### config.mk
export PLATFORM = sky130hd
export DESIGN_NAME = tport_master
export DESIGN_NICKNAME = d
export VERILOG_FILES = /design/src/rtl/tport_pkg.sv /design/src/rtl/tport_ctrl.sv /design/src/rtl/tport_dpath.sv /design/src/rtl/tport_master.sv
export SDC_FILE = /design/constraint.sdc
export NUM_CORES = 1
export LEC_CHECK = 0
export BUFFER_PORTS_ARGS = -buffer_cell sky130_fd_sc_hd__buf_2
export CAP_MARGIN = 20
export CORE_MARGIN = 3
export CORE_UTILIZATION = 45
export CTS_CLUSTER_DIAMETER = 50
export DETAILED_ROUTE_END_ITERATION = 8
export PLACE_DENSITY_LB_ADDON = 0.2
export RECOVER_POWER = 25
export SLEW_MARGIN = 5
export SYNTH_ARGS = -nofsm -noshare
export SYNTH_HDL_FRONTEND = slang
export SYNTH_HIERARCHICAL = 1
export SYNTH_SLANG_ARGS = --single-unit
### constraint.sdc
create_clock -name clk -period 6.35 [get_ports clk]
set_clock_uncertainty 0.15 [all_clocks]
set_input_delay 0.635 -clock clk [delete_from_list [all_inputs] [get_ports clk]]
set_output_delay 0.635 -clock clk [all_outputs]
set_load 0.1 [all_outputs]
### src/rtl/tport_pkg.sv
package tport_pkg;

  typedef enum logic [1:0] {
    OP_READ    = 2'd0,
    OP_WRITE   = 2'd1,
    OP_CLR_SET = 2'd2,
    OP_CLR_REL = 2'd3
  } opT;

  typedef enum logic [3:0] {
    ST_IDLE,
    ST_C_CLKHI,
    ST_C_DIN,
    ST_C_ENHI,
    ST_C_CLKLO,
    ST_C_ENLO,
    ST_RD_SAMPLE,
    ST_D_CLKLO,
    ST_D_DIN,
    ST_D_CLKHI,
    ST_WR_SAMPLE,
    ST_CLR_HI,
    ST_CLR_LO,
    ST_DONE
  } stepT;

  // strobes from control to datapath, one per pin action
  typedef struct packed {
    logic load;
    logic clkHi;
    logic clkLo;
    logic enHi;
    logic enLo;
    logic clrHi;
    logic clrLo;
    logic dinCode;
    logic dinData;
    logic dinCapt;
    logic capture;
  } strobeT;

endpackage

### src/rtl/tport_ctrl.sv
module tport_ctrl
  import tport_pkg::*;
#(
  parameter int HOLD_CYC = 250,
  localparam int CntW = (HOLD_CYC < 1) ? 1 : $clog2(HOLD_CYC + 1)
) (
  input  logic       clk,
  input  logic       rstN,
  input  logic       cmdValid,
  input  logic [1:0] cmdOp,
  output logic       cmdReady,
  output logic       busy,
  output logic       rspValid,
  output strobeT     strb
);

  stepT            state, stateNxt;
  opT              opQ;
  logic [CntW-1:0] cnt, cntNxt;
  logic            isPin;

  function automatic stepT nextStep(stepT s, opT o);
    case (s)
      ST_C_CLKHI: nextStep = ST_C_DIN;
      ST_C_DIN:   nextStep = ST_C_ENHI;
      ST_C_ENHI:  nextStep = ST_C_CLKLO;
      ST_C_CLKLO: nextStep = ST_C_ENLO;
      ST_C_ENLO:  nextStep = (o == OP_READ) ? ST_RD_SAMPLE : ST_D_CLKLO;
      ST_D_CLKLO: nextStep = ST_D_DIN;
      ST_D_DIN:   nextStep = ST_D_CLKHI;
      ST_D_CLKHI: nextStep = (o == OP_READ) ? ST_DONE : ST_WR_SAMPLE;
      default:    nextStep = ST_DONE;
    endcase
  endfunction

  always_comb begin
    case (state)
      ST_C_CLKHI, ST_C_DIN, ST_C_ENHI, ST_C_CLKLO, ST_C_ENLO,
      ST_D_CLKLO, ST_D_DIN, ST_D_CLKHI, ST_CLR_HI, ST_CLR_LO: isPin = 1'b1;
      default: isPin = 1'b0;
    endcase
  end

  always_comb begin
    strb     = '0;
    stateNxt = state;
    cntNxt   = cnt;
    case (state)
      ST_IDLE: begin
        if (cmdValid) begin
          strb.load = 1'b1;
          cntNxt    = '0;
          case (opT'(cmdOp))
            OP_CLR_SET: stateNxt = ST_CLR_HI;
            OP_CLR_REL: stateNxt = ST_CLR_LO;
            default:    stateNxt = ST_C_CLKHI;
          endcase
        end
      end
      ST_RD_SAMPLE: begin
        strb.capture = 1'b1;
        stateNxt     = ST_D_CLKLO;
      end
      ST_WR_SAMPLE: begin
        strb.capture = 1'b1;
        stateNxt     = ST_DONE;
      end
      ST_DONE: stateNxt = ST_IDLE;
      default: begin
        if (isPin) begin
          if (cnt == '0) begin
            case (state)
              ST_C_CLKHI, ST_D_CLKHI: strb.clkHi = 1'b1;
              ST_C_CLKLO, ST_D_CLKLO: strb.clkLo = 1'b1;
              ST_C_ENHI:              strb.enHi  = 1'b1;
              ST_C_ENLO:              strb.enLo  = 1'b1;
              ST_C_DIN:               strb.dinCode = 1'b1;
              ST_D_DIN: begin
                if (opQ == OP_READ) strb.dinCapt = 1'b1;
                else                strb.dinData = 1'b1;
              end
              ST_CLR_HI:              strb.clrHi = 1'b1;
              ST_CLR_LO:              strb.clrLo = 1'b1;
              default: ;
            endcase
          end
          if (cnt == CntW'(HOLD_CYC)) begin
            cntNxt   = '0;
            stateNxt = nextStep(state, opQ);
          end else begin
            cntNxt = cnt + 1'b1;
          end
        end else begin
          stateNxt = ST_IDLE;
        end
      end
    endcase
  end

  always_ff @(posedge clk or negedge rstN) begin
    if (!rstN) begin
      state <= ST_IDLE;
      opQ   <= OP_READ;
      cnt   <= '0;
    end else begin
      state <= stateNxt;
      cnt   <= cntNxt;
      if (strb.load) opQ <= opT'(cmdOp);
    end
  end

  assign cmdReady = (state == ST_IDLE);
  assign busy     = (state != ST_IDLE);
  assign rspValid = (state == ST_DONE);

endmodule

### src/rtl/tport_dpath.sv
module tport_dpath
  import tport_pkg::*;
#(
  parameter int DW    = 8,
  parameter int NPORT = 2,
  localparam int SelW = (NPORT > 1) ? $clog2(NPORT) : 1
) (
  input  logic                clk,
  input  logic                rstN,
  input  strobeT              strb,
  input  logic [SelW-1:0]     cmdSel,
  input  logic [DW-1:0]       cmdCode,
  input  logic [DW-1:0]       cmdData,
  input  logic [NPORT*DW-1:0] tstDout,
  output logic [DW-1:0]       rspData,
  output logic [NPORT-1:0]    tstClk,
  output logic [NPORT-1:0]    tstEn,
  output logic [NPORT-1:0]    tstClr,
  output logic [NPORT*DW-1:0] tstDin
);

  logic [SelW-1:0] selQ;
  logic [DW-1:0]   codeQ, dataQ, captQ;
  logic [DW-1:0]   doutSel;

  always_comb begin
    doutSel = '0;
    for (int p = 0; p < NPORT; p++)
      if (selQ == SelW'(p)) doutSel = tstDout[p*DW +: DW];
  end

  always_ff @(posedge clk or negedge rstN) begin
    if (!rstN) begin
      selQ  <= '0;
      codeQ <= '0;
      dataQ <= '0;
      captQ <= '0;
    end else begin
      if (strb.load) begin
        selQ  <= cmdSel;
        codeQ <= cmdCode;
        dataQ <= cmdData;
      end
      if (strb.capture) captQ <= doutSel;
    end
  end

  assign rspData = captQ;

  for (genvar p = 0; p < NPORT; p++) begin : g_port
    logic          clkR, enR, clrR;
    logic [DW-1:0] dinR;
    logic          hit;

    assign hit = (selQ == SelW'(p));

    always_ff @(posedge clk or negedge rstN) begin
      if (!rstN) begin
        clkR <= 1'b0;
        enR  <= 1'b0;
        clrR <= 1'b0;
        dinR <= '0;
      end else if (hit) begin
        if (strb.clkHi) clkR <= 1'b1;
        if (strb.clkLo) clkR <= 1'b0;
        if (strb.enHi)  enR  <= 1'b1;
        if (strb.enLo)  enR  <= 1'b0;
        if (strb.clrHi) clrR <= 1'b1;
        if (strb.clrLo) clrR <= 1'b0;
        if (strb.dinCode)      dinR <= codeQ;
        else if (strb.dinData) dinR <= dataQ;
        else if (strb.dinCapt) dinR <= captQ;
      end
    end

    assign tstClk[p]          = clkR;
    assign tstEn[p]           = enR;
    assign tstClr[p]          = clrR;
    assign tstDin[p*DW +: DW] = dinR;
  end

endmodule

### src/rtl/tport_master.sv
module tport_master
  import tport_pkg::*;
#(
  parameter int HOLD_CYC = 250,
  parameter int DW       = 8,
  parameter int NPORT    = 2,
  localparam int SelW    = (NPORT > 1) ? $clog2(NPORT) : 1
) (
  input  logic                clk,
  input  logic                rstN,
  input  logic                cmdValid,
  output logic                cmdReady,
  input  logic [1:0]          cmdOp,
  input  logic [SelW-1:0]     cmdSel,
  input  logic [DW-1:0]       cmdCode,
  input  logic [DW-1:0]       cmdData,
  output logic                busy,
  output logic                rspValid,
  output logic [DW-1:0]       rspData,
  output logic [NPORT-1:0]    tstClk,
  output logic [NPORT-1:0]    tstEn,
  output logic [NPORT-1:0]    tstClr,
  output logic [NPORT*DW-1:0] tstDin,
  input  logic [NPORT*DW-1:0] tstDout
);

  strobeT strb;

  tport_ctrl #(.HOLD_CYC(HOLD_CYC)) u_ctrl (
    .clk      (clk),
    .rstN     (rstN),
    .cmdValid (cmdValid),
    .cmdOp    (cmdOp),
    .cmdReady (cmdReady),
    .busy     (busy),
    .rspValid (rspValid),
    .strb     (strb)
  );

  tport_dpath #(.DW(DW), .NPORT(NPORT)) u_dpath (
    .clk     (clk),
    .rstN    (rstN),
    .strb    (strb),
    .cmdSel  (cmdSel),
    .cmdCode (cmdCode),
    .cmdData (cmdData),
    .tstDout (tstDout),
    .rspData (rspData),
    .tstClk  (tstClk),
    .tstEn   (tstEn),
    .tstClr  (tstClr),
    .tstDin  (tstDin)
  );

endmodule

### Word level (Yosys, flattened, before mapping)

Memory sizes are Yosys's and may differ from the RTL's.
Cells that the tools add are included.

* equality and inequality tests: 18
* add/sub/neg operators: 1
* reductions and logical operators: 24
* multiplexer cells: 38
* bitwise logic cells: 2

Operator list (number)
* $mux W8: 7
* $pmux W4 S8: 1
* $mux W9: 3
* $eq A4 B4 Y1 const B: 6
* $mux W1: 19
* $reduce_and A2 Y1: 9
* $eq A4 B3 Y1 const B: 4
* $pmux W4 S4: 1
* $pmux W8 S2: 1
* $mux W4: 3
* $add A8 B1 Y8 const B: 1
* $eq A4 B2 Y1 const B: 2
* $eq A8 B8 Y1 const B: 1
* $logic_not A8 Y1: 1
* $pmux W4 S2: 1
* $reduce_bool A2 Y1: 4
* $ne A6 B6 Y1 const B: 1
* $reduce_or A2 Y1: 3
* $eq A2 B2 Y1 const B: 2
* $eq A4 B1 Y1 const B: 1
* $logic_not A4 Y1: 1
* $reduce_bool A4 Y1: 1
* $reduce_or A4 Y1: 1
* $mux W3: 1
* 7 further kinds: 8

* ROM bits: 16
* output and inout bits: 33
* flip-flop bits (word level): 61
* word-level logic and storage cells: 99
* memories: 1
* input port bits: 38

Memories
* (name not given): words 16, width 1, rd ports 1, clocked after memory_dff 0, wr ports 0, RTL line tport_ctrl.sv:37 `case (state)`

### Longest topological paths before layout

* depth after elaboration: 9
* depth in mapped cells: 10
* mapped depth without buffers: 8

### Modules after synthesis

The synthesis kept the hierarchy.

Modules (own cells, without submodules)
* tport_dpath: cells each 180, sequential area each 1176.1 um2, area each 2138.3 um2, times used 1
* tport_ctrl: cells each 126, sequential area each 350.3 um2, area each 1112.3 um2, times used 1

### Least setup slack after synthesis

OpenSTA, ideal clock, no wires.

* path kind: reg2reg
* start point: register u_ctrl.state[0]
* end point: register u_dpath.codeQ[0]
* path slack: 3719 ps
* arrival time: 2356 ps
* stages on the path, launching flop included: 10
* clock period less this slack: 2631 ps
* library setup time: 125 ps
* required time: 6075 ps
* path buffers: 3
* path through: dfrtp_1 -> buf_4 -> nor2_2 -> nand2_4 -> inv_2 -> nand2_1 -> inv_1 -> buf_2 -> buf_2 -> mux2_2

RTL lines
* from (decl): RTL line tport_ctrl.sv:17 `stepT state, stateNxt;`
* from (signal assigned): RTL line tport_ctrl.sv:106 `state <= stateNxt;`
* to (signal assigned): RTL line tport_dpath.sv:41 `codeQ <= cmdCode;`
* to (decl): RTL line tport_dpath.sv:23 `logic [DW-1:0] codeQ, dataQ, captQ;`

==> impl_metrics.csv <==
group,metric,value,unit
run_status,run_status,"complete, but fails checks",
run_status,failed_checks,"max-capacitance violations, max-slew violations",
floorplanning,io-pin-count,71,
place,placed_cells,448,
yosys,synth_sequential_area_ratio,0.4696,
run,maxCapViolCount,1,
routing,finalWirelength,7.170,mm
sta,tightestPinTransition,3.250,ns
yosys,synth_largest_type_area_fraction,0.4696,
sta,rsz0062_at_grt,"false",
clock_tree,clockBufferDepth,2,
routing,route.vias.total,2549,
yosys,postSynth.asyncResetShare,1.000,
routing,vias_per_cell,5.494,
clock_tree,clkSinkCount,61,
place,postPlaceCellArea,0.003582,mm^2
yosys,avg_synthesized_cell_area,10.62,um^2
sta,relSlewSlack,-1.167,
finish,antenna_diodes,0,
yosys,most_repeated_cell_in_the_gate_level_netlist_after_synthesis,"sky130_fd_sc_hd__dfrtp_1",
place,place_congestion,0.8406,
yosys,yosys-top-cells-area,"sky130_fd_sc_hd__dfrtp_1, sky130_fd_sc_hd__mux2_2, sky130_fd_sc_hd__a21oi_1",
yosys,yosys-top-cells-count,"sky130_fd_sc_hd__dfrtp_1, sky130_fd_sc_hd__a21oi_1, sky130_fd_sc_hd__mux2_2, sky130_fd_sc_hd__nor2b_1, sky130_fd_sc_hd__nand2_1",
sta,final_max_slew_viol_count,62,
sta,max_clock_freq,0.2893,GHz
finish,post_layout_nonfiller_instances,464,
setup_path,timing_worst_setup_path_type,"in -> async",
setup_path,timing.critical_path.slowest_stage_cell,"sky130_fd_sc_hd__clkbuf_1",
place,portBuffers,70,
clock_tree,worst_setup_hold_path_clk_slew,0.07,ns
setup_path,timing.critical_path.required,5.92,ns
setup_path,max_stage_delay,2.29,ns
floorplanning,die_height,90.99,um
global_routing,antenna_violations_before_repair,0,
floorplanning,num_rows,30,
floorplanning,die_x,90.99,um
routing,drt_pass1_iterations,4,
setup_path,critPathCaptureType,"async pin",
global_routing,pin_count_of_the_biggest_net_entering_global_routing,62,
clock_tree,ctsHtreeMaxLevel,3,
sta,hold_slack,0.3273,ns
routing,drtAntennaViolNets,0,
setup_path,crit_chain,"buf_2 > clkbuf_1",
routing,detail_route.drc_violations,0,
place,place.detailed.hpwl,5.034,mm
yosys,synth_top_area_cell,"sky130_fd_sc_hd__dfrtp_1",
clock_tree,clock-root-buffer,"sky130_fd_sc_hd__clkbuf_8",
sta,finalHoldViolations,0,
floorplanning,dieArea,0.008279,mm^2
clock_tree,cts_tree,"done",
yosys,yosys_most_used_dff,"sky130_fd_sc_hd__dfrtp_1",
setup_path,timing.critical_path.max_delay_family,"buffers and inverters",
sta,timing.final.setup_violations,0,
yosys,post_synth_inst_count,306,
setup_path,path_max_fanout,61,
global_routing,globalRoute.totalOverflow,0,
finish,finish.instance_area,0.003785,mm^2
yosys,synthesized_flop_and_latch_total,61,
routing,drt-wirelength-per-cell,15.45,um
sta,finalCritPeriodShare,0.5444,
finish,layout-drive-gt1-share,0.3478,
floorplanning,start_util,0.4707,
sta,setup-tns-final,0,ns
yosys,synthesis.area,0.003251,mm^2
clock_tree,post_cts_buffers,0,
yosys,mappedNetlistNets,347,
yosys,yosys.cell_types.count,51,
clock_tree,worstSkewPairLatency,0.34,ns
hold_path,hold_path.class,"reg -> reg",
sta,period_minus_slack,3.457,ns
global_routing,first_pass_grt_wire_length,12.37,mm
clock_tree,cts-hold-fix-buffers,0,
finish,final.fill_count,642,
floorplanning,coreArea,0.006907,mm^2
setup_path,arrival_time_at_the_worst_endpoint,3.03,ns
global_routing,first_global_vias,2471,
clock_tree,post_cts_resized,0,
yosys,synth-edff-count,0,
setup_path,critical_path.n_buffers_inverters,2,
global_routing,all_layer_gr_usage,0.1868,
yosys,yosysWarnings,6,
clock_tree,number_of_buffers_created_by_cts,9,
routing,drtIter0Drc,144,
finish,nNetsFinal,405,
setup_path,start_kind,"primary input",
finish,area_growth,16.44,%
metrics by stage:
stage | util | worst slack (ns)
3_5_place_dp | 0.5187 | 3.377
2_1_floorplan | - | 3.719
5_1_grt | 0.5480 | 2.226
6_report | 0.5480 | 2.893
3_3_place_gp | 0.5187 | 3.464
4_1_cts | 0.5475 | 3.348
metal layers:
layer	track usage	part of all wire	vias up
li1	-	-	1237
met1	0.2720	0.47	1227
met2	0.2698	0.45	79
met3	0.05054	0.060	6
met4	0.06030	0.013	0
met5	0	0	-
cells in the final DEF, fill, tap and decap left out, types with 3 or more instances in the layout:
cell,count
sky130_fd_sc_hd__buf_4,3
sky130_fd_sc_hd__nor2b_1,18
sky130_fd_sc_hd__mux2i_1,8
sky130_fd_sc_hd__o21ai_0,12
sky130_fd_sc_hd__nand2_1,17
sky130_fd_sc_hd__o31ai_2,7
sky130_fd_sc_hd__inv_1,8
sky130_fd_sc_hd__a21oi_1,30
sky130_fd_sc_hd__and2_1,3
sky130_fd_sc_hd__o31ai_1,13
sky130_fd_sc_hd__nor2_1,12
sky130_fd_sc_hd__nand4_1,5
sky130_fd_sc_hd__a211oi_1,9
sky130_fd_sc_hd__nor4_1,3
sky130_fd_sc_hd__mux2_2,20
sky130_fd_sc_hd__or4_1,3
sky130_fd_sc_hd__dfrtp_1,61
sky130_fd_sc_hd__buf_2,70
sky130_fd_sc_hd__nand2b_1,5
sky130_fd_sc_hd__ha_1,3
sky130_fd_sc_hd__nor3_1,9
sky130_fd_sc_hd__clkbuf_8,11
sky130_fd_sc_hd__mux2_4,3
worst paths after layout:
path / start / endpoint / slack, ns / cells after the start
worst max-delay path: rstN / u_dpath/rspData[2] / 2.89 / 2
worst min-delay path: u_dpath/g_port[1].dinR[6] / u_dpath/g_port[1].dinR[6] / 0.33 / 2
worst max register to register: u_ctrl/cnt[0] / u_dpath/g_port[0].dinR[5] / 3.35 / 8
worst min register to register: u_dpath/g_port[1].dinR[6] / u_dpath/g_port[1].dinR[6] / 0.33 / 2
max in group clk: u_ctrl/cnt[0] / u_dpath/g_port[0].dinR[5] / 3.35 / 8
min in group asynchronous: rstN / u_ctrl/state[0] / 1.34 / 2
state kept, by name (all words and copies together) (netlist names):
| register | count |
|---|---|
| u_ctrl/cnt | 8 |
| u_ctrl/state | 4 |
| u_dpath/g_port.dinR | 16 |
| u_dpath/rspData | 8 |
| u_dpath/dataQ | 8 |
| u_dpath/g_port.enR | 2 |
| u_dpath/g_port.hit | 1 |
| u_dpath/g_port.clkR | 2 |
| u_dpath/g_port.clrR | 2 |
| u_ctrl/opQ | 2 |
| u_dpath/codeQ | 8 |
cell type report:
| cell class | count | area (um^2) | area share |
|---|---|---|---|
| repair buffers | 74 | 376.6 | 0.09950 |
| clock inverters | 4 | 47.55 | 0.01256 |
| multi-input cells | 209 | 1529 | 0.4040 |
| well taps | 96 | 120.1 | 0.03174 |
| flip-flops and latches | 61 | 1526 | 0.4033 |
| clock buffers | 11 | 151.4 | 0.04000 |
| inverters | 9 | 33.78 | 0.008926 |
kinds of logic (layout without fill, tap and decap cells):
group / after synthesis / in the layout / synth area share
simple gates: 89 / 89 / 0.1547
fa+ha+maj: 3 / 3 / 0.01155
compound gates: 86 / 86 / 0.1925
buf+inv: 36 / 98 / 0.06389
flops: 61 / 61 / 0.4696
mux: 31 / 31 / 0.1078
Power is left out: the tool's default activity adds up to more than one toggle a clock period on the data nets, which glitch-free logic cannot reach.
